File: config.mk
export PLATFORM = sky130hd
export DESIGN_NAME = itlb_fetch_xlat
export DESIGN_NICKNAME = d
export VERILOG_FILES = /design/src/rtl/itlb_pkg.sv /design/src/rtl/itlb_match.sv /design/src/rtl/itlb_lru.sv /design/src/rtl/itlb_fetch_xlat.sv
export SDC_FILE = /design/constraint.sdc
export NUM_CORES = 1
export LEC_CHECK = 0
export ABC_AREA = 1
export CORE_MARGIN = 2
export CORE_UTILIZATION = 30
export CTS_BUF_LIST = sky130_fd_sc_hd__clkbuf_4 sky130_fd_sc_hd__clkbuf_8
export DETAILED_ROUTE_END_ITERATION = 8
export GPL_TIMING_DRIVEN = 0
export PLACE_DENSITY = 0.58
export SYNTH_ARGS = -nofsm -noshare
export SYNTH_HDL_FRONTEND = slang
export SYNTH_SLANG_ARGS = --single-unit
File: constraint.sdc
create_clock -name clk -period 6.4 [get_ports clk]
set_clock_uncertainty 0.15 [all_clocks]
set_input_delay 1.6 -clock clk [delete_from_list [all_inputs] [get_ports clk]]
set_output_delay 1.6 -clock clk [all_outputs]
set_load 0.1 [all_outputs]
File: src/rtl/itlb_pkg.sv
package itlb_pkg;
  localparam int VPN_W   = 22;
  localparam int PPN_W   = 19;
  localparam int ASID_W  = 8;
  localparam int FLAG_W  = 9;
  localparam int PA_W    = 29;
  localparam int NUM_ENT = 4;
  localparam int IDX_W   = $clog2(NUM_ENT);
  localparam int LRU_W   = 6;
  localparam int FL_VALID  = 8;
  localparam int FL_SHARED = 1;
  localparam int FL_SZ_HI  = 7;
  localparam int FL_SZ_LO  = 4;
  localparam logic [FLAG_W-1:0] KEEP_FLAGS = 9'h1DA;

  typedef struct packed {
    logic [VPN_W-1:0]  vpn;
    logic [ASID_W-1:0] asid;
    logic [PPN_W-1:0]  ppn;
    logic [FLAG_W-1:0] flags;
  } slot_t;

  typedef enum logic [1:0] {ST_IDLE, ST_ASK, ST_WAIT} seq_t;

  function automatic logic [1:0] size_code(input logic [FLAG_W-1:0] f);
    return {f[FL_SZ_HI], f[FL_SZ_LO]};
  endfunction

  // page-number compare mask over address bits [31:10]
  function automatic logic [VPN_W-1:0] page_mask(input logic [1:0] sz);
    case (sz)
      2'b00:   return '1;
      2'b01:   return {{(VPN_W-2){1'b1}}, 2'b0};
      2'b10:   return {{(VPN_W-6){1'b1}}, 6'b0};
      default: return {{(VPN_W-10){1'b1}}, 10'b0};
    endcase
  endfunction

  function automatic logic [IDX_W-1:0] lru_victim(input logic [LRU_W-1:0] s);
    if ((s & 6'h38) == 6'h38)      return 2'd0;
    else if ((s & 6'h26) == 6'h06) return 2'd1;
    else if ((s & 6'h15) == 6'h01) return 2'd2;
    else                           return 2'd3;
  endfunction

  function automatic logic [LRU_W-1:0] lru_touch(input logic [LRU_W-1:0] s,
                                                 input logic [IDX_W-1:0] i);
    case (i)
      2'd0:    return s & 6'h07;
      2'd1:    return (s & 6'h19) | 6'h20;
      2'd2:    return (s & 6'h3E) | 6'h14;
      default: return s | 6'h0B;
    endcase
  endfunction

  function automatic logic [PA_W-1:0] form_paddr(input logic [PPN_W-1:0] ppn,
                                                 input logic [PA_W-1:0] va,
                                                 input logic [VPN_W-1:0] m);
    logic [PPN_W-1:0] pm;
    pm = m[PPN_W-1:0];
    return {(ppn & pm) | (va[PA_W-1:10] & ~pm), va[9:0]};
  endfunction
endpackage

File: src/rtl/itlb_match.sv
module itlb_match
  import itlb_pkg::*;
(
  input  slot_t [NUM_ENT-1:0] ent,
  input  logic [VPN_W-1:0]    vpn,
  input  logic [ASID_W-1:0]   asid,
  input  logic                asid_skip,
  output logic [NUM_ENT-1:0]  hit_vec
);
  logic unused_ent;
  assign unused_ent = ^ent;

  for (genvar g = 0; g < NUM_ENT; g++) begin : g_cmp
    logic [VPN_W-1:0] m;
    logic             page_eq;
    logic             tag_ok;
    assign m       = page_mask(size_code(ent[g].flags));
    assign page_eq = ((ent[g].vpn ^ vpn) & m) == '0;
    assign tag_ok  = asid_skip || ent[g].flags[FL_SHARED] || (ent[g].asid == asid);
    assign hit_vec[g] = ent[g].flags[FL_VALID] && page_eq && tag_ok;
  end
endmodule

File: src/rtl/itlb_lru.sv
module itlb_lru
  import itlb_pkg::*;
(
  input  logic             clk,
  input  logic             rst_n,
  input  logic             touch_en,
  input  logic [IDX_W-1:0] touch_idx,
  output logic [LRU_W-1:0] state,
  output logic [IDX_W-1:0] victim
);
  always_ff @(posedge clk) begin
    if (!rst_n)        state <= '0;
    else if (touch_en) state <= lru_touch(state, touch_idx);
  end

  assign victim = lru_victim(state);

  // state moves only when a slot is used
  p_lru_hold_r5: assert property (@(posedge clk) disable iff (!rst_n)
    !touch_en |=> $stable(state));
endmodule

File: src/rtl/itlb_fetch_xlat.sv
module itlb_fetch_xlat
  import itlb_pkg::*;
(
  input  logic              clk,
  input  logic              rst_n,
  input  logic              flush_all,
  input  logic              lk_req,
  output logic              lk_ready,
  input  logic [31:0]       lk_vaddr,
  input  logic [ASID_W-1:0] lk_asid,
  input  logic              lk_asid_skip,
  output logic              lk_done,
  output logic              lk_hit,
  output logic              lk_multi,
  output logic              lk_miss,
  output logic [PA_W-1:0]   lk_paddr,
  output logic [FLAG_W-1:0] lk_flags,
  output logic              rf_req_valid,
  input  logic              rf_req_ready,
  output logic [31:0]       rf_req_vaddr,
  input  logic              rf_rsp_valid,
  input  logic              rf_rsp_found,
  input  logic [VPN_W-1:0]  rf_rsp_vpn,
  input  logic [ASID_W-1:0] rf_rsp_asid,
  input  logic [PPN_W-1:0]  rf_rsp_ppn,
  input  logic [FLAG_W-1:0] rf_rsp_flags,
  input  logic              mm_we,
  input  logic              mm_data_sel,
  input  logic [IDX_W-1:0]  mm_entry,
  input  logic [31:0]       mm_wdata,
  output logic [31:0]       mm_rdata,
  output logic [LRU_W-1:0]  lru_state
);
  slot_t [NUM_ENT-1:0] slots;
  seq_t                seq;
  logic [31:0]         va_q;
  logic [NUM_ENT-1:0]  match_vec;
  logic [NUM_ENT-1:0]  valid_vec;
  logic [IDX_W-1:0]    hit_idx;
  logic [IDX_W-1:0]    victim;
  logic [2:0]          n_match;
  logic                look_fire, single_hit, multi_hit, fill_fire, fill_ok;
  logic                touch_en;
  logic [IDX_W-1:0]    touch_idx;
  logic                unused_bits;

  assign unused_bits = ^{mm_wdata[31:29], mm_wdata[9]};

  itlb_match u_match (
    .ent(slots), .vpn(lk_vaddr[31:10]), .asid(lk_asid),
    .asid_skip(lk_asid_skip), .hit_vec(match_vec)
  );

  always_comb begin
    hit_idx = '0;
    for (int i = 0; i < NUM_ENT; i++) begin
      valid_vec[i] = slots[i].flags[FL_VALID];
      if (match_vec[i]) hit_idx = IDX_W'(i);
    end
  end

  assign n_match    = 3'($countones(match_vec));
  assign look_fire  = lk_req && (seq == ST_IDLE);
  assign single_hit = look_fire && (n_match == 3'd1);
  assign multi_hit  = look_fire && (n_match > 3'd1);
  assign fill_fire  = (seq == ST_WAIT) && rf_rsp_valid;
  assign fill_ok    = fill_fire && rf_rsp_found;
  assign touch_en   = single_hit || fill_ok;
  assign touch_idx  = (seq == ST_WAIT) ? victim : hit_idx;

  itlb_lru u_lru (
    .clk(clk), .rst_n(rst_n), .touch_en(touch_en), .touch_idx(touch_idx),
    .state(lru_state), .victim(victim)
  );

  assign lk_ready     = (seq == ST_IDLE);
  assign rf_req_valid = (seq == ST_ASK);
  assign rf_req_vaddr = va_q;

  // lookup sequencer and result registers
  always_ff @(posedge clk) begin
    if (!rst_n) begin
      seq <= ST_IDLE; va_q <= '0;
      lk_done <= 1'b0; lk_hit <= 1'b0; lk_multi <= 1'b0; lk_miss <= 1'b0;
      lk_paddr <= '0; lk_flags <= '0;
    end else begin
      lk_done <= 1'b0; lk_hit <= 1'b0; lk_multi <= 1'b0; lk_miss <= 1'b0;
      case (seq)
        ST_IDLE: if (look_fire) begin
          va_q <= lk_vaddr;
          if (single_hit) begin
            lk_done  <= 1'b1; lk_hit <= 1'b1;
            lk_paddr <= form_paddr(slots[hit_idx].ppn, lk_vaddr[PA_W-1:0],
                                   page_mask(size_code(slots[hit_idx].flags)));
            lk_flags <= slots[hit_idx].flags;
          end else if (multi_hit) begin
            lk_done <= 1'b1; lk_multi <= 1'b1;
          end else begin
            seq <= ST_ASK;
          end
        end
        ST_ASK: if (rf_req_ready) seq <= ST_WAIT;
        ST_WAIT: if (rf_rsp_valid) begin
          seq     <= ST_IDLE;
          lk_done <= 1'b1;
          if (rf_rsp_found) begin
            lk_hit   <= 1'b1;
            lk_paddr <= form_paddr(rf_rsp_ppn, va_q[PA_W-1:0],
                                   page_mask(size_code(rf_rsp_flags)));
            lk_flags <= rf_rsp_flags & KEEP_FLAGS;
          end else begin
            lk_miss <= 1'b1;
          end
        end
        default: seq <= ST_IDLE;
      endcase
    end
  end

  // slot storage: flush, then fill, then array write
  always_ff @(posedge clk) begin
    if (!rst_n) begin
      slots <= '0;
    end else begin
      for (int i = 0; i < NUM_ENT; i++) begin
        if (flush_all) begin
          slots[i].flags[FL_VALID] <= 1'b0;
        end else if (fill_ok && victim == IDX_W'(i)) begin
          slots[i].vpn   <= rf_rsp_vpn;
          slots[i].asid  <= rf_rsp_asid;
          slots[i].ppn   <= rf_rsp_ppn;
          slots[i].flags <= rf_rsp_flags & KEEP_FLAGS;
        end else if (mm_we && mm_entry == IDX_W'(i)) begin
          if (mm_data_sel) begin
            slots[i].ppn   <= mm_wdata[28:10];
            slots[i].flags <= mm_wdata[FLAG_W-1:0] & KEEP_FLAGS;
          end else begin
            slots[i].vpn             <= mm_wdata[31:10];
            slots[i].asid            <= mm_wdata[ASID_W-1:0];
            slots[i].flags[FL_VALID] <= mm_wdata[8];
          end
        end
      end
    end
  end

  assign mm_rdata = mm_data_sel
    ? {3'b0, slots[mm_entry].ppn, 1'b0, slots[mm_entry].flags}
    : {slots[mm_entry].vpn, 1'b0, slots[mm_entry].flags[FL_VALID], slots[mm_entry].asid};

  // a finished lookup reports exactly one outcome
  p_one_outcome_r1: assert property (@(posedge clk) disable iff (!rst_n)
    lk_done |-> $countones({lk_hit, lk_multi, lk_miss}) == 1);
  // several matches end as multi-match with the LRU untouched
  p_multi_flag_r6: assert property (@(posedge clk) disable iff (!rst_n)
    (look_fire && n_match > 3'd1) |=> (lk_done && lk_multi && !lk_hit));
  p_multi_lru_r6: assert property (@(posedge clk) disable iff (!rst_n)
    (look_fire && n_match > 3'd1) |=> $stable(lru_state));
  // request and its address hold until accepted
  p_req_hold_r7: assert property (@(posedge clk) disable iff (!rst_n)
    (rf_req_valid && !rf_req_ready) |=> (rf_req_valid && $stable(rf_req_vaddr)));
  // a found fill leaves the victim slot valid
  p_fill_valid_r7: assert property (@(posedge clk) disable iff (!rst_n)
    (fill_ok && !flush_all) |=> valid_vec[$past(victim)]);
  // an empty response leaves the LRU untouched
  p_empty_lru_r8: assert property (@(posedge clk) disable iff (!rst_n)
    (fill_fire && !rf_rsp_found) |=> $stable(lru_state));
  // flush drops every slot
  p_flush_r11: assert property (@(posedge clk) disable iff (!rst_n)
    flush_all |=> (valid_vec == '0));
endmodule

==> flow_metrics.py, run 1 <==
metrics = {
    "setup_path": {
        "path_max_fanout": 10,
        "critical_path_arrival_ns": 4.82,
        "cpMaxStageDelayCell": "dlygate4sd2_1",
        "crit_required_ns": 4.65,
        "crit_path_start_kind": "input pin",
        "slowest_delay_ns": 0.91,
        "crit_chain": "clkdlybuf4s50_1 -> nand2_1 -> clkdlybuf4s18_2 -> o22ai_1 -> a221oi_2 -> o21ai_0 -> dlygate4sd2_1",
        "crit_family": "buffers and inverters",
        "crit_type": "in -> out",
        "ff2ff_setup_slack_ns": 1.45,
        "critPathBufInv": 3,
        "setup.worst_path.end_class": "primary output",
    },
    "timing": {
        "fin_crit_sh_pct": 103,
        "period_minus_slack_ns": 6.57,
        "tightest_slew_ns": 1.41,
        "setup_viol": 17,
        "timing.fmax_mhz": 152,
        "slew_headroom_pct": 5.75,
        "setup_tns_ns": -1.14,
        "slew_viol_final": 0,
        "setup_slack_ns": -0.173,
        "hold_viol": 0,
        "rsz0062_at_grt": "true",
    },
    "final_layout": {
        "fin_nets": 3044,
        "n_fill_cell": 6028,
        "final_cells": 3693,
        "drive_gt1_share_pct": 8.77,
        "synthToLayoutAreaGrowth_pct": 28.4,
        "seqCellArea_mm2": 0.00599,
        "multi_input_area_mm2": 0.00916,
    },
    "routing": {
        "routed_wl_um": 114000,
        "via_count": 21516,
        "drt_iter0_drc": 3111,
        "drc": 0,
        "viasPerCell": 5.83,
        "wl_per_cell_um": 31.0,
        "dr.pass1.iters": 8,
        "antenna_left": 0,
    },
    "placement": {
        "post-dp-hpwl_um": 86900,
        "port-buffer-count": 241,
        "gp_congestion": 1.03,
        "dp.cells": 3583,
    },
    "grt": {
        "grt_pass1_wl_um": 155000,
        "track_usage_pct": 38.6,
        "overflow": 0,
        "first_global_vias": 20491,
        "antenna_found_initial": 4,
        "grt_max_degree": 15,
    },
    "synthesis": {
        "synth_edf_count": 0,
        "synth_area_mm2": 0.0169,
        "synth_top_area_cell": "dfxtp_1",
        "avgSynthCellArea_um2": 6.51,
        "synth_cell_types": 50,
        "yosys_warnings": 0,
        "syn_inst": 2591,
        "yosysTopAreaCellShare_pct": 35.5,
        "ys_seq_area_share_pct": 35.5,
        "ys_async_sr_fraction_pct": 0,
        "ys.flop_type": "dfxtp_1",
        "ys_ff_latch": 299,
        "synth_top_cells_by_area": "dfxtp_1 (35%), nand2_1 (14%), o21ai_0 (14%)",
    },
    "floorplan": {
        "coreArea_mm2": 0.0553,
        "die_area_mm2": 0.0581,
        "rows": 86,
        "io_pins": 256,
        "initial_core_util_pct": 30.5,
        "die_y_um": 241,
        "dieWidth_um": 241,
    },
    "cts": {
        "clk_latency_ns": 0.72,
        "cts.clk_slew.worst_paths_ns": 0.05,
        "cts_buffers": 58,
        "h-tree-depth": 2,
        "cts.sinks": 299,
        "clockRootBuffer": "clkbuf_8",
        "cts_tree": "yes",
        "hold_buffers": 0,
        "post-cts-setup-buffers": 0,
        "clockBufferDepth": 3,
    },
    "power": {
        "peakVddDrop_v": 0.000148,
        "total_power_mw": 5.28,
        "p_leak_nw": 8.62,
        "powerDensity_mw_per_mm2": 244,
    },
    "outcome": {
        "violations": "negative setup slack",
        "outcome": "complete, but fails checks",
    },
    "job": {
        "maxCapViolations": 0,
    },
    "min_path": {
        "hold_path_class": "reg -> reg",
    },
}
-- worst paths after layout --
| check | start | end | cells past startpoint |
|---|---|---|---|
| worst max-delay path | mm_entry[1] | mm_rdata[10] | 7 |
| worst min register to register | lk_paddr[21] | lk_paddr[21] | 2 |
| worst min-delay path | lk_paddr[21] | lk_paddr[21] | 2 |
| worst max register to register | slots[204] | lk_flags[6] | 21 |
-- state kept, by name, indices dropped and copies added (netlist names) --
register      count
u_lru.state       6
rf_req_vaddr     32
lk_done           1
lk_miss           1
lk_hit            1
slots           220
lk_paddr         29
lk_flags          6
lk_multi          1
seq               2
-- per-layer routing --
layer	vias up	global-route usage [%]	part of all wire, %
li1	9356	-	-
met1	10313	52.5	42
met2	1522	56.4	42
met3	323	9.06	11
met4	2	20.0	5.4
met5	-	0	0.0096
-- Yosys cell counts (13+ instances only) --
cell	count
o22ai_1	34
o2111ai_1	21
nand2_1	634
a221oi_1	31
a31oi_1	91
dfxtp_1	299
nand3_1	43
o21ai_1	13
buf_2	25
a21oi_1	249
xor2_1	13
nor2_1	115
inv_2	27
clkbuf_1	134
xnor2_1	35
a211oi_1	13
inv_1	246
o21ai_0	473
-- cell type report --
type | instances | share of cell area, %
timing repair buffer | 241 | 11.0
sequential | 299 | 27.6
antenna | 2 | 0.0231
multi-input combinational | 1840 | 42.3
tap | 748 | 4.32
clock inverter | 12 | 0.520
clock buffer | 96 | 5.76
inverter | 279 | 4.85
buffer | 176 | 3.62
-- worst min-delay path, cell delays in order (launching register included) --
cell	delay [ns]
dfxtp_1	0.30
nand2_1	0.06
a21oi_1	0.06
-- where the power goes --
group / switching, mW / internal, mW / total [mW]
logic: 0.774 / 0.250 / 1.02
registers: 0.0450 / 1.92 / 1.96
clock network: 0.986 / 1.30 / 2.29
total: 1.80 / 3.47 / 5.28
-- per-stage QoR --
stage	utilization, %	area, um2	hold slack (ns)	setup slack (ns)
after global placement	36.6	20200	0.299	-1.44
after CTS	39.1	21600	0.316	-0.0979
after global routing	39.1	21700	0.330	-0.148
after floorplan	-	16900	0.284	0.106
final	39.1	21700	0.317	-0.173
after detailed placement	36.6	20200	0.306	-1.57
-- repair_timing --
action	CTS	global route
endpoints found under the setup margin	67	39
gates resized for setup	139	25
gates cloned	0	0
-- cells by family (layout without fill, tap and decap cells) --
kind of cell	count (synthesis)	after routing	synth area share (%)
DFF	299	299	35.5
xor gates and xnor gates	48	48	2.49
and+or+nand+nor	827	827	19.7
AOI/OAI and AO/OA	954	954	31.1
other	1	6	0.0222
buffers and inverters	455	804	10.6
adders and majority gates	7	7	0.564
-- layout by cell type, fill, tap and decap left out, types with 4 or more instances in the layout --
| master | instances |
|---|---|
| o2111ai_1 | 21 |
| clkbuf_8 | 84 |
| xnor2_1 | 35 |
| dfxtp_1 | 299 |
| o21ai_1 | 13 |
| a22oi_1 | 4 |
| o22ai_1 | 34 |
| clkinv_2 | 10 |
| a21oi_1 | 249 |
| clkdlybuf4s50_1 | 210 |
| a21oi_2 | 10 |
| nand2_2 | 4 |
| a221oi_1 | 27 |
| dlygate4sd2_1 | 5 |
| buf_4 | 8 |
| buf_2 | 30 |
| a31oi_1 | 91 |
| buf_1 | 4 |
| clkbuf_4 | 19 |
| clkbuf_1 | 112 |
| ha_1 | 6 |
| inv_2 | 27 |
| nand2_1 | 634 |
| conb_1 | 4 |
| xor2_1 | 13 |
| nor3_1 | 4 |
| clkdlybuf4s15_2 | 14 |
| clkinv_1 | 4 |
| a221oi_2 | 4 |
| clkbuf_2 | 23 |
| nand2_4 | 4 |
| inv_1 | 246 |
| nor2_1 | 114 |
| nand3_1 | 43 |
| o211ai_1 | 6 |
| o21ai_0 | 473 |
| a211oi_1 | 13 |
| nand4_1 | 7 |
No activity file was read; power rests on OpenSTA's default activity.
==> run 2, diff against run 1 <==
--- a/config.mk
+++ b/config.mk
@@ -6,6 +6,7 @@
 export NUM_CORES = 1
 export LEC_CHECK = 0
 export ABC_AREA = 1
+export ABC_CLOCK_PERIOD_IN_PS = 7200
 export CORE_MARGIN = 2
 export CORE_UTILIZATION = 30
 export CTS_BUF_LIST = sky130_fd_sc_hd__clkbuf_4 sky130_fd_sc_hd__clkbuf_8
==> constraint.sdc (replaced) <==
create_clock -name clk -period 7.2 [get_ports clk]
set_clock_uncertainty 0.15 [all_clocks]
set_input_delay 1.8 -clock clk [delete_from_list [all_inputs] [get_ports clk]]
set_output_delay 1.8 -clock clk [all_outputs]
set_load 0.1 [all_outputs]
==> flow_metrics.py, run 2 (synthesis gave the netlist of run 1 again) <==
metrics = {
    "outcome": {
        "outcome": "complete, but fails checks",
        "violations": "negative setup slack",
    },
    "timing": {
        "fin_hold_ws_ns": 0.317,
        "rsz0062_at_grt": "true",
        "fin_crit_sh_pct": 101,
        "slew_headroom_pct": 4.95,
        "setup_viol": 6,
        "setup_slack_ns": -0.0872,
        "timing.fmax_mhz": 137,
        "slew_viol_final": 0,
        "period_minus_slack_ns": 7.29,
        "tightest_slew_ns": 1.42,
        "hold_viol": 0,
    },
    "setup_path": {
        "r2r_start": "slots[8]",
        "r2r_end": "lk_flags[8]",
        "critPathBufInv": 4,
        "ff2ff_setup_slack_ns": 1.45,
        "setup.worst_path.end_class": "primary output",
        "cpMostUsedCell": "nand2_1",
        "crit_path_start": "mm_entry[1]",
        "crit_path_start_kind": "input pin",
        "path_max_fanout": 10,
        "rr_worst_depth": 15,
        "crit_required_ns": 5.25,
        "worst-path-stages": 7,
        "crit_family": "buffers and inverters",
        "cpMaxStageDelayCell": "dlygate4sd2_1",
        "crit_type": "in -> out",
        "critical_path_arrival_ns": 5.34,
        "slowest_delay_ns": 0.92,
        "crit_chain": "clkdlybuf4s50_1 -> nand2_1 -> inv_1 -> clkbuf_2 -> nand2_1 -> a32oi_1 -> dlygate4sd2_1",
    },
    "routing": {
        "drc": 0,
        "viasPerCell": 5.86,
        "dr.pass1.iters": 7,
        "antenna_left": 0,
        "routed_wl_um": 115000,
        "drt_iter0_drc": 3220,
        "wl_per_cell_um": 31.0,
        "via_count": 21668,
    },
    "power": {
        "powerDensity_mw_per_mm2": 217,
        "total_power_mw": 4.70,
        "peakVddDrop_v": 0.000132,
        "p_leak_nw": 8.62,
    },
    "grt": {
        "overflow": 0,
        "first_global_vias": 20517,
        "track_usage_pct": 38.5,
        "grt_max_degree": 15,
        "grt_pass1_wl_um": 155000,
        "antenna_found_initial": 5,
    },
    "cts": {
        "hold_buffers": 0,
        "cts.sinks": 299,
        "clockRootBuffer": "clkbuf_8",
        "clockBufferDepth": 3,
        "cts_tree": "yes",
        "cts_buffers": 58,
        "h-tree-depth": 2,
        "post-cts-setup-buffers": 0,
        "cts.clk_slew.worst_paths_ns": 0.05,
        "clk_latency_ns": 0.72,
    },
    "final_layout": {
        "regMostFlops": "slots",
        "fin_nets": 3044,
        "final_common_cell": "nand2_1",
        "synthToLayoutAreaGrowth_pct": 28.3,
        "drive_gt1_share_pct": 7.99,
        "final_cell_mix": "nand2_1 (634), o21ai_0 (473), dfxtp_1 (299)",
        "n_fill_cell": 6036,
        "final_cells": 3697,
        "final_area_mm2": 0.0216,
        "largest_reg_flops": 220,
    },
    "min_path": {
        "min_to": "lk_paddr[21]",
        "hold_depth": 2,
        "worstHoldStart": "lk_paddr[21]",
        "hold_path_class": "reg -> reg",
    },
    "floorplan": {
        "initial_core_util_pct": 30.5,
        "dieWidth_um": 241,
        "die_y_um": 241,
        "die_area_mm2": 0.0581,
        "coreArea_mm2": 0.0553,
        "rows": 86,
        "io_pins": 256,
    },
    "placement": {
        "dp.cells": 3583,
        "place_area_mm2": 0.0202,
        "gp_congestion": 1.03,
        "post-dp-hpwl_um": 86900,
        "dp_slack_ns": -1.17,
        "port-buffer-count": 241,
    },
    "job": {
        "maxCapViolations": 0,
    },
}
[run 2: cell count changes in the layout (fill, tap and decap cells not counted), moves of 2 or more]
cell,previous run,this run
buf_2,30,25
clkdlybuf4s15_1,1,3
a221oi_2,4,0
clkdlybuf4s50_1,210,214
a221oi_1,27,31
clkdlybuf4s18_2,2,0
clkbuf_4,19,12
dlygate4sd2_1,5,9
clkdlybuf4s15_2,14,11
clkbuf_1,112,117
diode_2,2,6
[run 2: stage by stage]
step	setup TNS, ns	utilization [%]
2_1_floorplan	0	-
3_3_place_gp	-34.39	36.6
3_5_place_dp	-34.39	36.6
4_1_cts	-0.0887	39.1
5_1_grt	-0.147	39.1
6_report	-0.259	39.1
[run 2: worst max-delay path by stage]
| stage | to | slack, ns |
|---|---|---|
| floorplan | mm_rdata[19] | 0.51 |
| global placement | mm_rdata[21] | -1.04 |
| detailed placement | mm_rdata[20] | -1.17 |
| CTS | mm_rdata[14] | -0.04 |
| global route | lk_flags[8] | -0.15 |
| finish | mm_rdata[22] | -0.09 |
[run 2: worst register-to-register path, cell delays in order, from the launching register on]
cell and delay [ns]:
dfxtp_1 0.61, o2111ai_1 0.19, nor4_1 0.49, nand4_1 0.39
a221oi_1 0.65, fa_1 0.52, ha_1 0.23, inv_1 0.06
ha_1 0.22, nor3b_1 0.25, nand2_1 0.18, nand2_1 0.13
clkbuf_1 0.41, clkbuf_1 0.59, o211ai_1 0.36, a21oi_1 0.20
[run 2: per-layer routing]
metal | global-route usage, % | share of wire [%]
met1 | 52.0 | 42
met4 | 20.2 | 5.8
met2 | 56.3 | 41
met5 | 0 | 0.011
met3 | 9.78 | 11
[run 2: layout make-up]
class	instances	area (um2)	share of cell area, %
Antenna cell	6	15.0	0.0694
Tap cell	748	936	4.33
Timing Repair Buffer	241	2400	11.1
Clock inverter	12	113	0.521
Inverter	279	1050	4.85
Clock buffer	96	1250	5.76
Sequential cell	299	5990	27.7
Buffer	176	762	3.52
Multi-Input combinational cell	1840	9130	42.2
[run 2: repair_timing]
item | CTS | global route
setup endpoints to repair | 31 | 28
resized for setup | 76 | 18
pin swaps | 0 | 0
[run 2: power by group]
part / leakage [nW] / switching, mW / internal, mW
Sequential: 2.42 / 0.0397 / 1.71
Combinational: 5.47 / 0.688 / 0.221
Clock: 0.723 / 0.883 / 1.16
